### config.mk
export PLATFORM = sky130hd
export DESIGN_NAME = tri_timer
export DESIGN_NICKNAME = d
export VERILOG_FILES = /design/src/rtl/tmr_pkg.sv /design/src/rtl/tmr_rst_sync.sv /design/src/rtl/tmr_prescaler.sv /design/src/rtl/tmr_counter.sv /design/src/rtl/tmr_channel.sv /design/src/rtl/tri_timer.sv
export SDC_FILE = /design/constraint.sdc
export NUM_CORES = 1
export LEC_CHECK = 0
export BUFFER_PORTS_ARGS = -buffer_cell sky130_fd_sc_hd__buf_2
export CORE_MARGIN = 2
export CORE_UTILIZATION = 45
export DETAILED_ROUTE_END_ITERATION = 16
export GPL_TIMING_DRIVEN = 0
export MAX_ROUTING_LAYER = met4
export SKIP_LAST_GASP = 1
export SLEW_MARGIN = 40
export SYNTH_ARGS = -nofsm -noshare
export SYNTH_HDL_FRONTEND = slang
export SYNTH_SLANG_ARGS = --single-unit
export TNS_END_PERCENT = 10
### constraint.sdc
create_clock -name clk -period 5.4 [get_ports clk]
set_input_delay 0.27 -clock clk [delete_from_list [all_inputs] [get_ports clk]]
set_output_delay 0.27 -clock clk [all_outputs]
set_load 0.01 [all_outputs]
### src/rtl/tmr_pkg.sv
package tmr_pkg;
  localparam int unsigned REG_CLKCTL = 8'h00;
  localparam int unsigned REG_CNTCTL = 8'h0C;
  localparam int unsigned REG_VALUE  = 8'h18;
  localparam int unsigned REG_INTV   = 8'h24;
  localparam int unsigned REG_STS    = 8'h54;
  localparam int unsigned REG_IEN    = 8'h60;
  localparam int unsigned CH_STRIDE  = 4;

  localparam int unsigned CCTL_DIS   = 0;
  localparam int unsigned CCTL_INTV  = 1;
  localparam int unsigned CCTL_RST   = 4;

  localparam int unsigned EV_INTV    = 0;
  localparam int unsigned EV_OVF     = 1;
  localparam int unsigned NUM_EV     = 2;

  typedef struct packed {
    logic       src_sel;
    logic [3:0] psc_exp;
    logic       psc_en;
  } clkctl_t;

  function automatic int unsigned reg_addr(int unsigned base, int unsigned ch);
    return base + CH_STRIDE * ch;
  endfunction
endpackage

### src/rtl/tmr_rst_sync.sv
module tmr_rst_sync (
  input  logic clk,
  input  logic rst_n_in,
  output logic rst_n_out
);
  logic [1:0] sync_q;

  always_ff @(posedge clk or negedge rst_n_in) begin
    if (!rst_n_in) sync_q <= 2'b00;
    else           sync_q <= {sync_q[0], 1'b1};
  end

  assign rst_n_out = sync_q[1];
endmodule

### src/rtl/tmr_prescaler.sv
module tmr_prescaler #(
  parameter int unsigned EXP_W = 4
) (
  input  logic             clk,
  input  logic             rst_n,
  input  logic             en,
  input  logic             clr,
  input  logic             psc_on,
  input  logic [EXP_W-1:0] psc_exp,
  output logic             tick
);
  localparam int unsigned PW = 2 ** EXP_W;

  logic [PW-1:0] pcnt_q, pcnt_d;
  logic [PW-1:0] limit;

  always_comb begin
    limit = {PW{1'b1}} >> (PW - 1 - psc_exp);
  end

  always_comb begin
    pcnt_d = pcnt_q;
    tick   = 1'b0;
    if (clr) begin
      pcnt_d = '0;
    end else if (en) begin
      if (!psc_on) begin
        tick = 1'b1;
      end else if (pcnt_q == limit) begin
        tick   = 1'b1;
        pcnt_d = '0;
      end else begin
        pcnt_d = pcnt_q + {{(PW-1){1'b0}}, 1'b1};
      end
    end
  end

  always_ff @(posedge clk or negedge rst_n) begin
    if (!rst_n) pcnt_q <= '0;
    else        pcnt_q <= pcnt_d;
  end


  bypass_tick_chk: assert property (@(posedge clk) disable iff (!rst_n)
    (en && !clr && !psc_on) |-> tick);
endmodule

### src/rtl/tmr_counter.sv
module tmr_counter #(
  parameter int unsigned W = 16
) (
  input  logic         clk,
  input  logic         rst_n,
  input  logic         tick,
  input  logic         clr,
  input  logic         intv_mode,
  input  logic [W-1:0] intv,
  output logic [W-1:0] cnt,
  output logic         evt_intv,
  output logic         evt_ovf
);
  logic [W-1:0] cnt_q, cnt_d;

  always_comb begin
    cnt_d    = cnt_q;
    evt_intv = 1'b0;
    evt_ovf  = 1'b0;
    if (clr) begin
      cnt_d = '0;
    end else if (tick) begin
      if (intv_mode && cnt_q == intv) begin
        cnt_d    = '0;
        evt_intv = 1'b1;
      end else if (!intv_mode && cnt_q == {W{1'b1}}) begin
        cnt_d   = '0;
        evt_ovf = 1'b1;
      end else begin
        cnt_d = cnt_q + {{(W-1){1'b0}}, 1'b1};
      end
    end
  end

  always_ff @(posedge clk or negedge rst_n) begin
    if (!rst_n) cnt_q <= '0;
    else        cnt_q <= cnt_d;
  end

  assign cnt = cnt_q;


  restart_zero_chk: assert property (@(posedge clk) disable iff (!rst_n)
    clr |=> (cnt == '0));


  step_one_chk: assert property (@(posedge clk) disable iff (!rst_n)
    (tick && !clr && !evt_intv && !evt_ovf) |=> (cnt == $past(cnt) + 1'b1));
endmodule

### src/rtl/tmr_channel.sv
module tmr_channel
  import tmr_pkg::*;
#(
  parameter int unsigned W      = 16,
  parameter int unsigned ADDR_W = 8,
  parameter int unsigned CH     = 0
) (
  input  logic              clk,
  input  logic              rst_n,
  input  logic              cnt_en,
  input  logic              acc,
  input  logic              wr,
  input  logic [ADDR_W-1:0] addr,
  input  logic [31:0]       wdata,
  output logic [31:0]       rd_val,
  output logic              irq
);
  localparam logic [ADDR_W-1:0] A_CLK  = ADDR_W'(reg_addr(REG_CLKCTL, CH));
  localparam logic [ADDR_W-1:0] A_CTL  = ADDR_W'(reg_addr(REG_CNTCTL, CH));
  localparam logic [ADDR_W-1:0] A_VAL  = ADDR_W'(reg_addr(REG_VALUE,  CH));
  localparam logic [ADDR_W-1:0] A_INTV = ADDR_W'(reg_addr(REG_INTV,   CH));
  localparam logic [ADDR_W-1:0] A_STS  = ADDR_W'(reg_addr(REG_STS,    CH));
  localparam logic [ADDR_W-1:0] A_IEN  = ADDR_W'(reg_addr(REG_IEN,    CH));

  clkctl_t           clk_q, clk_d;
  logic              dis_q, dis_d;
  logic              mode_q, mode_d;
  logic [W-1:0]      intv_q, intv_d;
  logic [NUM_EV-1:0] sts_q, sts_d;
  logic [NUM_EV-1:0] ien_q, ien_d;

  logic              wr_clk, wr_ctl, wr_intv, wr_ien, rd_sts;
  logic              restart;
  logic              run_en, tick;
  logic [W-1:0]      cnt;
  logic              evt_intv, evt_ovf;
  logic [NUM_EV-1:0] evts;

  assign wr_clk  = acc && wr && (addr == A_CLK);
  assign wr_ctl  = acc && wr && (addr == A_CTL);
  assign wr_intv = acc && wr && (addr == A_INTV);
  assign wr_ien  = acc && wr && (addr == A_IEN);
  assign rd_sts  = acc && !wr && (addr == A_STS);
  assign restart = wr_ctl && wdata[CCTL_RST];
  assign run_en  = cnt_en && !dis_q;

  tmr_prescaler #(.EXP_W(4)) u_psc (
    .clk     (clk),
    .rst_n   (rst_n),
    .en      (run_en),
    .clr     (restart),
    .psc_on  (clk_q.psc_en),
    .psc_exp (clk_q.psc_exp),
    .tick    (tick)
  );

  tmr_counter #(.W(W)) u_cnt (
    .clk       (clk),
    .rst_n     (rst_n),
    .tick      (tick),
    .clr       (restart),
    .intv_mode (mode_q),
    .intv      (intv_q),
    .cnt       (cnt),
    .evt_intv  (evt_intv),
    .evt_ovf   (evt_ovf)
  );

  always_comb begin
    evts            = '0;
    evts[EV_INTV]   = evt_intv;
    evts[EV_OVF]    = evt_ovf;
  end

  always_comb begin
    clk_d  = clk_q;
    dis_d  = dis_q;
    mode_d = mode_q;
    intv_d = intv_q;
    ien_d  = ien_q;
    if (wr_clk) clk_d = clkctl_t'(wdata[5:0]);
    if (wr_ctl) begin
      dis_d  = wdata[CCTL_DIS];
      mode_d = wdata[CCTL_INTV];
    end
    if (wr_intv) intv_d = wdata[W-1:0];
    if (wr_ien)  ien_d  = wdata[NUM_EV-1:0];
    sts_d = (rd_sts ? '0 : sts_q) | evts;
  end

  always_ff @(posedge clk or negedge rst_n) begin
    if (!rst_n) begin
      clk_q  <= '0;
      dis_q  <= 1'b1;
      mode_q <= 1'b0;
      intv_q <= {W{1'b1}};
      sts_q  <= '0;
      ien_q  <= '0;
    end else begin
      clk_q  <= clk_d;
      dis_q  <= dis_d;
      mode_q <= mode_d;
      intv_q <= intv_d;
      sts_q  <= sts_d;
      ien_q  <= ien_d;
    end
  end

  always_comb begin
    rd_val = '0;
    if (acc && !wr) begin
      unique case (addr)
        A_CLK:   rd_val[5:0]        = clk_q;
        A_CTL:   rd_val[1:0]        = {mode_q, dis_q};
        A_VAL:   rd_val[W-1:0]      = cnt;
        A_INTV:  rd_val[W-1:0]      = intv_q;
        A_STS:   rd_val[NUM_EV-1:0] = sts_q;
        A_IEN:   rd_val[NUM_EV-1:0] = ien_q;
        default: rd_val             = '0;
      endcase
    end
  end

  assign irq = |(sts_q & ien_q);


  hold_when_off_chk: assert property (@(posedge clk) disable iff (!rst_n)
    (dis_q && !restart) |=> $stable(cnt));


  event_kept_chk: assert property (@(posedge clk) disable iff (!rst_n)
    (evt_intv || evt_ovf) |=> (sts_q[EV_INTV] || !$past(evt_intv)) && (sts_q[EV_OVF] || !$past(evt_ovf)));
endmodule

### src/rtl/tri_timer.sv
module tri_timer #(
  parameter int unsigned W      = 16,
  parameter int unsigned ADDR_W = 8,
  parameter int unsigned N_CH   = 3
) (
  input  logic              clk,
  input  logic              rst_n,
  input  logic              cnt_en,
  input  logic              bus_sel,
  input  logic              bus_wr,
  input  logic [ADDR_W-1:0] bus_addr,
  input  logic [31:0]       bus_wdata,
  output logic [31:0]       bus_rdata,
  output logic [N_CH-1:0]   irq
);
  logic        rst_n_s;
  logic [31:0] ch_rd [N_CH];
  logic [31:0] rd_any;
  logic [31:0] rdata_q;

  tmr_rst_sync u_rst (
    .clk       (clk),
    .rst_n_in  (rst_n),
    .rst_n_out (rst_n_s)
  );

  for (genvar c = 0; c < N_CH; c++) begin : g_ch
    tmr_channel #(.W(W), .ADDR_W(ADDR_W), .CH(c)) u_ch (
      .clk    (clk),
      .rst_n  (rst_n_s),
      .cnt_en (cnt_en),
      .acc    (bus_sel),
      .wr     (bus_wr),
      .addr   (bus_addr),
      .wdata  (bus_wdata),
      .rd_val (ch_rd[c]),
      .irq    (irq[c])
    );
  end

  always_comb begin
    rd_any = '0;
    for (int c = 0; c < N_CH; c++) rd_any = rd_any | ch_rd[c];
  end

  always_ff @(posedge clk or negedge rst_n_s) begin
    if (!rst_n_s)                rdata_q <= '0;
    else if (bus_sel && !bus_wr) rdata_q <= rd_any;
  end

  assign bus_rdata = rdata_q;
endmodule

==> results of run 1 <==
-- worst paths after layout --
path / to / cells after the start
worst max-delay path: g_ch[2].u_ch.u_cnt.cnt[6] / 11
worst min-delay path: g_ch[0].u_ch.intv_q[11] / 2
worst max register to register: g_ch[2].u_ch.u_cnt.cnt[6] / 11
worst min register to register: g_ch[0].u_ch.u_cnt.cnt[13] / 0
max in group asynchronous: g_ch[2].u_ch.intv_q[5] / 3
min in group asynchronous: u_rst.sync_q[1] / 2
-- state kept, by name, summed over array words and instances, names as in the netlist --
| register | cells |
|---|---|
| g_ch.u_ch.intv_q | 48 |
| g_ch.u_ch.u_cnt.cnt | 48 |
| g_ch.u_ch.u_psc.pcnt_q | 48 |
| g_ch.u_ch.clk_q | 18 |
| bus_rdata | 16 |
| g_ch.u_ch.ien_q | 6 |
| g_ch.u_ch.sts_q | 6 |
| g_ch.u_ch.dis_q | 3 |
| g_ch.u_ch.mode_q | 3 |
| u_rst.sync_q | 2 |
-- metal layers --
| layer | track usage | part of all wire | vias up |
|---|---|---|---|
| li1 | - | - | 5256 |
| met1 | 0.393 | 0.47 | 5543 |
| met2 | 0.419 | 0.46 | 360 |
| met4 | 0.0870 | 0.026 | 0 |
| met5 | - | 0 | - |
| met3 | 0.0309 | 0.049 | 47 |
-- placed cells by master, fill, tap and decap left out, types with 18 or more instances in the layout --
cell        n
and3_1     22
o22ai_1    18
a21oi_1    40
nand2b_1   18
xnor2_1    38
a31oi_1    33
nor2_1     87
mux2_2     79
o21ai_0    65
nand2_1   157
nand4_1    18
a22o_1     24
inv_1      33
dfrtp_1   146
dfstp_2    51
a22oi_1    43
clkbuf_1   82
nand3_1    58
buf_2      60
buf_4      19
nor3_1     31
xor2_1     27
or3_1      28
nor2b_1    18
nor4_1     23
-- timing repair --
action | 4_1_cts | 5_1_grt
hold buffers | 1 | 0
setup endpoints to repair | 0 | 0
endpoints found under the hold margin | 2 | 0
-- metrics by stage --
step / setup slack, ns / area, sq um
after floorplan: 2.19 / 12500
after global placement: 0.782 / 13200
after detailed placement: 2.05 / 13300
after CTS: 1.99 / 13900
after global routing: 1.69 / 13900
final: 1.95 / 13900
-- critical path: cells and delay by family (launching register included) --
family	cells	cell delay, ns
buffers and inverters	4	1.62
flip-flops	1	0.34
AND/OR/NAND/NOR	2	0.30
AO/OA/AOI/OAI	5	1.11
-- layout make-up --
class | count | area [sq um]
well taps | 341 | 427
clock inverters | 12 | 98.8
flip-flops and latches | 198 | 5020
inverters | 33 | 124
fillers | 2590 | 13200
repair buffers | 52 | 340
clock buffers | 20 | 437
plain buffers | 116 | 539
multi-input cells | 1047 | 6880
-- power by group through the flow --
stage / Combinational (mW) / Clock (mW) / Sequential, mW
floorplan: 0.410 / 0 / 1.69
global placement: 0.549 / 0 / 1.74
detailed placement: 0.594 / 0 / 1.72
CTS: 0.596 / 1.23 / 1.70
global route: 0.665 / 1.30 / 1.71
finish: 0.602 / 1.22 / 1.70
-- cells by family after synthesis --
group / synth area share
adder cells (fa/ha/maj): 0.00603
other: 0.000603
AND/OR/NAND/NOR: 0.221
buffers and inverters: 0.0533
AO/OA/AOI/OAI: 0.196
multiplexers: 0.0739
flip-flops: 0.403
XOR/XNOR: 0.0457
==> metrics.txt, run 1 <==
final period utilization=0.639; CP startpoint kind=flop; Final Critical Period=3.45 ns; PortBufs=46; standard-cell row count=60; mean number of vias per cell=about 6.2; number of sinks on the clock net=slightly below 200; max-cap check violation count=0; dominant cell type by count on the critical path=clkbuf_1; Final #Nets=around 1,500; area added between synthesis and finish=11.4%; relative slew slack=0.466; cell with the biggest individual delay on the critical path=a31oi_1; Horiz. Die Dim=170 um; r2r startpoint=g_ch[2].u_ch.clk_q[3]; clk buf depth=2; fraction of registers with async set/reset=1.00; logic gate share of total power=0.171; total inserted antenna cells=0; insertion delay to the later sink of the worst-skew pair=0.45 ns; Hold Crit Start=bus_wdata[11]; aggregate negative setup slack=0 ns; post-CTS setup buffer count=0; Die Outline Area=0.0290 sq mm; FF+latch count, synth=roughly 200; largest fanout on the critical path=10; maximum number of pins on one net before global-route repair=39; switching share of power=0.315; routability congestion estimate from global placement=~0.95; Worst IR Drop VDD=0.000225 V; Die H=170 um; syn avg cell area=about 9 sq um; Setup Skew=0.0122 ns; ranking of synthesized cells by area=dfrtp_1 (30%), dfstp_2 (11%), mux2_2 (7.1%), nand2_1 (4.7%), xnor2_1 (2.7%); design internal power=around 2.4 mW; DP Wirelength=about 29 mm; Yosys top cell area share=0.295; number of synthesized flops with an enable pin=0; clock-pin slew on the worst setup and hold paths=about 0.08 ns; initial cell density of the core=0.461; most area-hungry cell type in the Yosys netlist=dfrtp_1; final routed wire length divided by cell count=roughly 21 um; Top FF cell, synth=dfrtp_1; Placed Instances=1,786; antenna violations before repair=0; DRC Markers=0; Data required, critical path=around 5.8 ns; worst setup path class=reg2reg; endpoint arrival time on the critical path=approximately 3.8 ns; worst hold path type=in2reg; Critical Path Source=g_ch[2].u_ch.clk_q[3]; measured slew at the worst slew-check pin=roughly 0.80 ns; reg-to-reg setup timing slack=slightly below 2 ns; Yosys warnings=0; Fmax=0.290 GHz; leakage dissipation=5.90 nW; largest stage delay on the critical path=0.58 ns; total number of H-tree levels=4; CTS-repair resized insts=0; TritonRoute pass-1 iters=5; CTS Buf Count=17; utilization after layout=0.513; number of primary I/O pins=80; area of the placeable core=between 0.02 and 0.03 sq mm; proportion of power drawn by flip-flops and latches=0.483; final hold violations=0; Seq/Total Area, Yosys=0.403; dominant cell by count in the synthesized netlist=nand2_1; TritonCTS clock tree=done; setup repair after global routing missed its margin=no; areal power density over the cells=about 250 mW/mm^2; overall via count from detail_route=approximately 11,000; Clock power frac=0.346; proportion of layout cells with a drive suffix above 1=0.189; Clock Root Buffer=clkbuf_16; non-filler instance count after layout=about 1,800; max-slew violations=0; Post-Route WL=38.4 mm; Gate Count Post-Synth=1,379; Pwr Total=~3.5 mW; first-pass GRT wire length=60.4 mm; nature of the critical path endpoint=flop; mapped cell area=~0.012 sq mm; total setup violations reported at the end of the flow=0; outcome=completed; switching power total=roughly 1.1 mW; ranking of synthesized cells by instance count=nand2_1 (157), dfrtp_1 (147), nor2_1 (87); number of global-route vias before repair=approximately 10,000; count of distinct cell types in the synthesized netlist=slightly above 80; remaining global-route overflow=0; cell-by-cell listing of the critical path=clkbuf_1 -> clkbuf_1 -> nand2_1 -> nor2_1 -> o32ai_1 -> a21boi_0 -> a31oi_1 -> clkbuf_1 -> clkbuf_1 -> a21oi_1 -> o22ai_1; initial DRC count=1,168; final-layout worst hold slack=around 0.08 ns; combined global-route utilization of all metal layers=0.278; remaining antenna violation count=0
Note: power is estimated with default switching activity, not from simulation.
==> run 2, diff against run 1 <==
- clock period: 5.4 -> 2.95 ns (I/O delays scaled with it)
==> metrics.txt, run 2 (synthesis gave the netlist of run 1 again) <==
initial DRC count=around 1,100; relative slew slack=0.458; remaining antenna violation count=0; endpoint arrival time on the critical path=around 3.3 ns; Die Outline Area=slightly below 0.03 sq mm; combined global-route utilization of all metal layers=0.281; leading cell types in the layout, fill and taps excluded=nand2_1 (156), dfrtp_1 (146), nor2_1 (87), mux2_2 (79); measured slew at the worst slew-check pin=0.807 ns; max-cap check violation count=0; standard-cell row count=60; overall via count from detail_route=11,300; number of buffer and inverter stages on the critical path=3; initial cell density of the core=0.461; Post-Route WL=roughly 39 mm; Data required, critical path=3.34 ns; setup repair after global routing missed its margin=yes; count of fill cells added during filler insertion=about 2,600; area added between synthesis and finish=13.5%; routability congestion estimate from global placement=0.947; largest stage delay on the critical path=between 0.4 and 0.5 ns; Worst IR Drop VDD=~0.00037 V; insertion delay to the later sink of the worst-skew pair=~0.45 ns; largest fanout on the critical path=10; total inserted antenna cells=0; total number of H-tree levels=4; first-pass GRT wire length=roughly 61 mm; PortBufs=46; final hold violations=0; TritonRoute pass-1 iters=5; clk buf depth=2; cell family contributing the most delay on the critical path=compound AO/OA/AOI/OAI gates; Clock Root Buffer=clkbuf_16; final period utilization=1.00; area of the placeable core=0.0270 sq mm; DP Wirelength=28.6 mm; most common cell after layout, fill and taps aside=nand2_1; worst setup path class=reg2reg; leakage dissipation=6.06 nW; cell-by-cell listing of the critical path=buf_2 -> and3b_1 -> a31o_2 -> a2111o_1 -> a2111oi_4 -> a31oi_1 -> clkbuf_2 -> nor2_1 -> buf_2 -> a22o_1; nature of the critical path endpoint=flop; dominant cell type by count on the critical path=buf_2; number of sinks on the clock net=about 200; number of primary I/O pins=80; setup slack after layout=-0.00340 ns; final routed wire length divided by cell count=roughly 21 um; total setup violations reported at the end of the flow=1; Final Critical Period=about 3 ns; antenna violations before repair=0; DRC Markers=0; Die H=170 um; clock-pin slew on the worst setup and hold paths=roughly 0.08 ns; maximum number of pins on one net before global-route repair=43; max-slew violations=0; areal power density over the cells=approximately 470 mW/mm^2; CTS Buf Count=17; Pwr Total=~6.6 mW; worst hold path type=in2reg; final-layout worst hold slack=0.0878 ns; CP startpoint kind=flop; Final #Nets=~1,500; Setup Skew=about 0.015 ns; cell with the biggest individual delay on the critical path=a2111oi_4; Fmax=about 0.34 GHz; outcome=finished with violations; remaining global-route overflow=0; proportion of layout cells with a drive suffix above 1=0.203; violations in the final reports=setup timing; Horiz. Die Dim=approximately 170 um; TritonCTS clock tree=done; mean number of vias per cell=roughly 6.2; number of global-route vias before repair=~11,000
## run 2: worst paths after layout
kind / start / endpoint / slack [ns] / depth (start not counted)
max: g_ch[0].u_ch.u_psc.pcnt_q[5] / g_ch[0].u_ch.u_cnt.cnt[13] / -0.003 / 10
min: bus_wdata[5] / g_ch[1].u_ch.clk_q[5] / 0.09 / 2
max reg2reg: g_ch[0].u_ch.u_psc.pcnt_q[5] / g_ch[0].u_ch.u_cnt.cnt[13] / -0.003 / 10
min reg2reg: u_rst.sync_q[1] / bus_rdata[13] / 0.32 / 0
max in group asynchronous: u_rst.sync_q[1] / g_ch[1].u_ch.intv_q[1] / 1.66 / 2
min in group asynchronous: u_rst.sync_q[1] / bus_rdata[13] / 0.32 / 0
## run 2: worst reg2reg max path, cell delays in order (launching register included)
cell	delay [ns]
dfrtp_1	0.32
buf_2	0.20
and3b_1	0.20
a31o_2	0.20
a2111o_1	0.39
a2111oi_4	0.44
a31oi_1	0.27
clkbuf_2	0.27
nor2_1	0.16
buf_2	0.26
a22o_1	0.19
## run 2: final cells by class
cell class,instances,area [sq um],area share
Inverter,33,124,0.00877
Clock inverter,14,159,0.0112
Sequential cell,198,5020,0.356
Multi-Input combinational cell,1047,6940,0.491
Clock buffer,18,429,0.0304
Buffer,113,546,0.0386
Tap cell,341,427,0.0302
Timing Repair Buffer,68,480,0.0340
## run 2: layer usage
layer	track usage	vias to the layer above	routed length [um]
met5	-	-	0
met4	0.0713	0	722
met3	0.0430	43	2350
met2	0.438	412	18000
met1	0.384	5602	17700
li1	-	5280	-
## run 2: repair_timing
item | in CTS | in global routing
gates resized for setup | 9 | 18
pin swaps | 1 | 3
endpoints found under the hold margin | 36 | 0
endpoints found under the setup margin | 49 | 74
hold buffers | 14 | 0
setup buffers | 2 | 2
## run 2: report_power, final
| group | leakage, nW | switching, mW | internal, mW | total, mW |
|---|---|---|---|---|
| Combinational | 3.32 | 0.702 | 0.427 | 1.13 |
| Sequential | 2.45 | 0.216 | 2.89 | 3.11 |
| Clock | 0.286 | 1.19 | 1.21 | 2.40 |
## run 2: through the flow
| stage | setup WS, ns | area [sq um] | instances | utilization | TNS, ns |
|---|---|---|---|---|---|
| CTS | -0.110 | 14100 | 1833 | 0.521 | -1.11 |
| finish | -0.00340 | 14100 | 1832 | 0.523 | -0.00340 |
| global route | -0.0922 | 14100 | 1832 | 0.523 | -1.92 |
| detailed placement | -0.395 | 13300 | 1785 | 0.492 | -7.71 |
| global placement | -0.413 | 13200 | 1781 | 0.487 | -12.67 |
| floorplan | 0.323 | 12500 | 1394 | - | 0 |
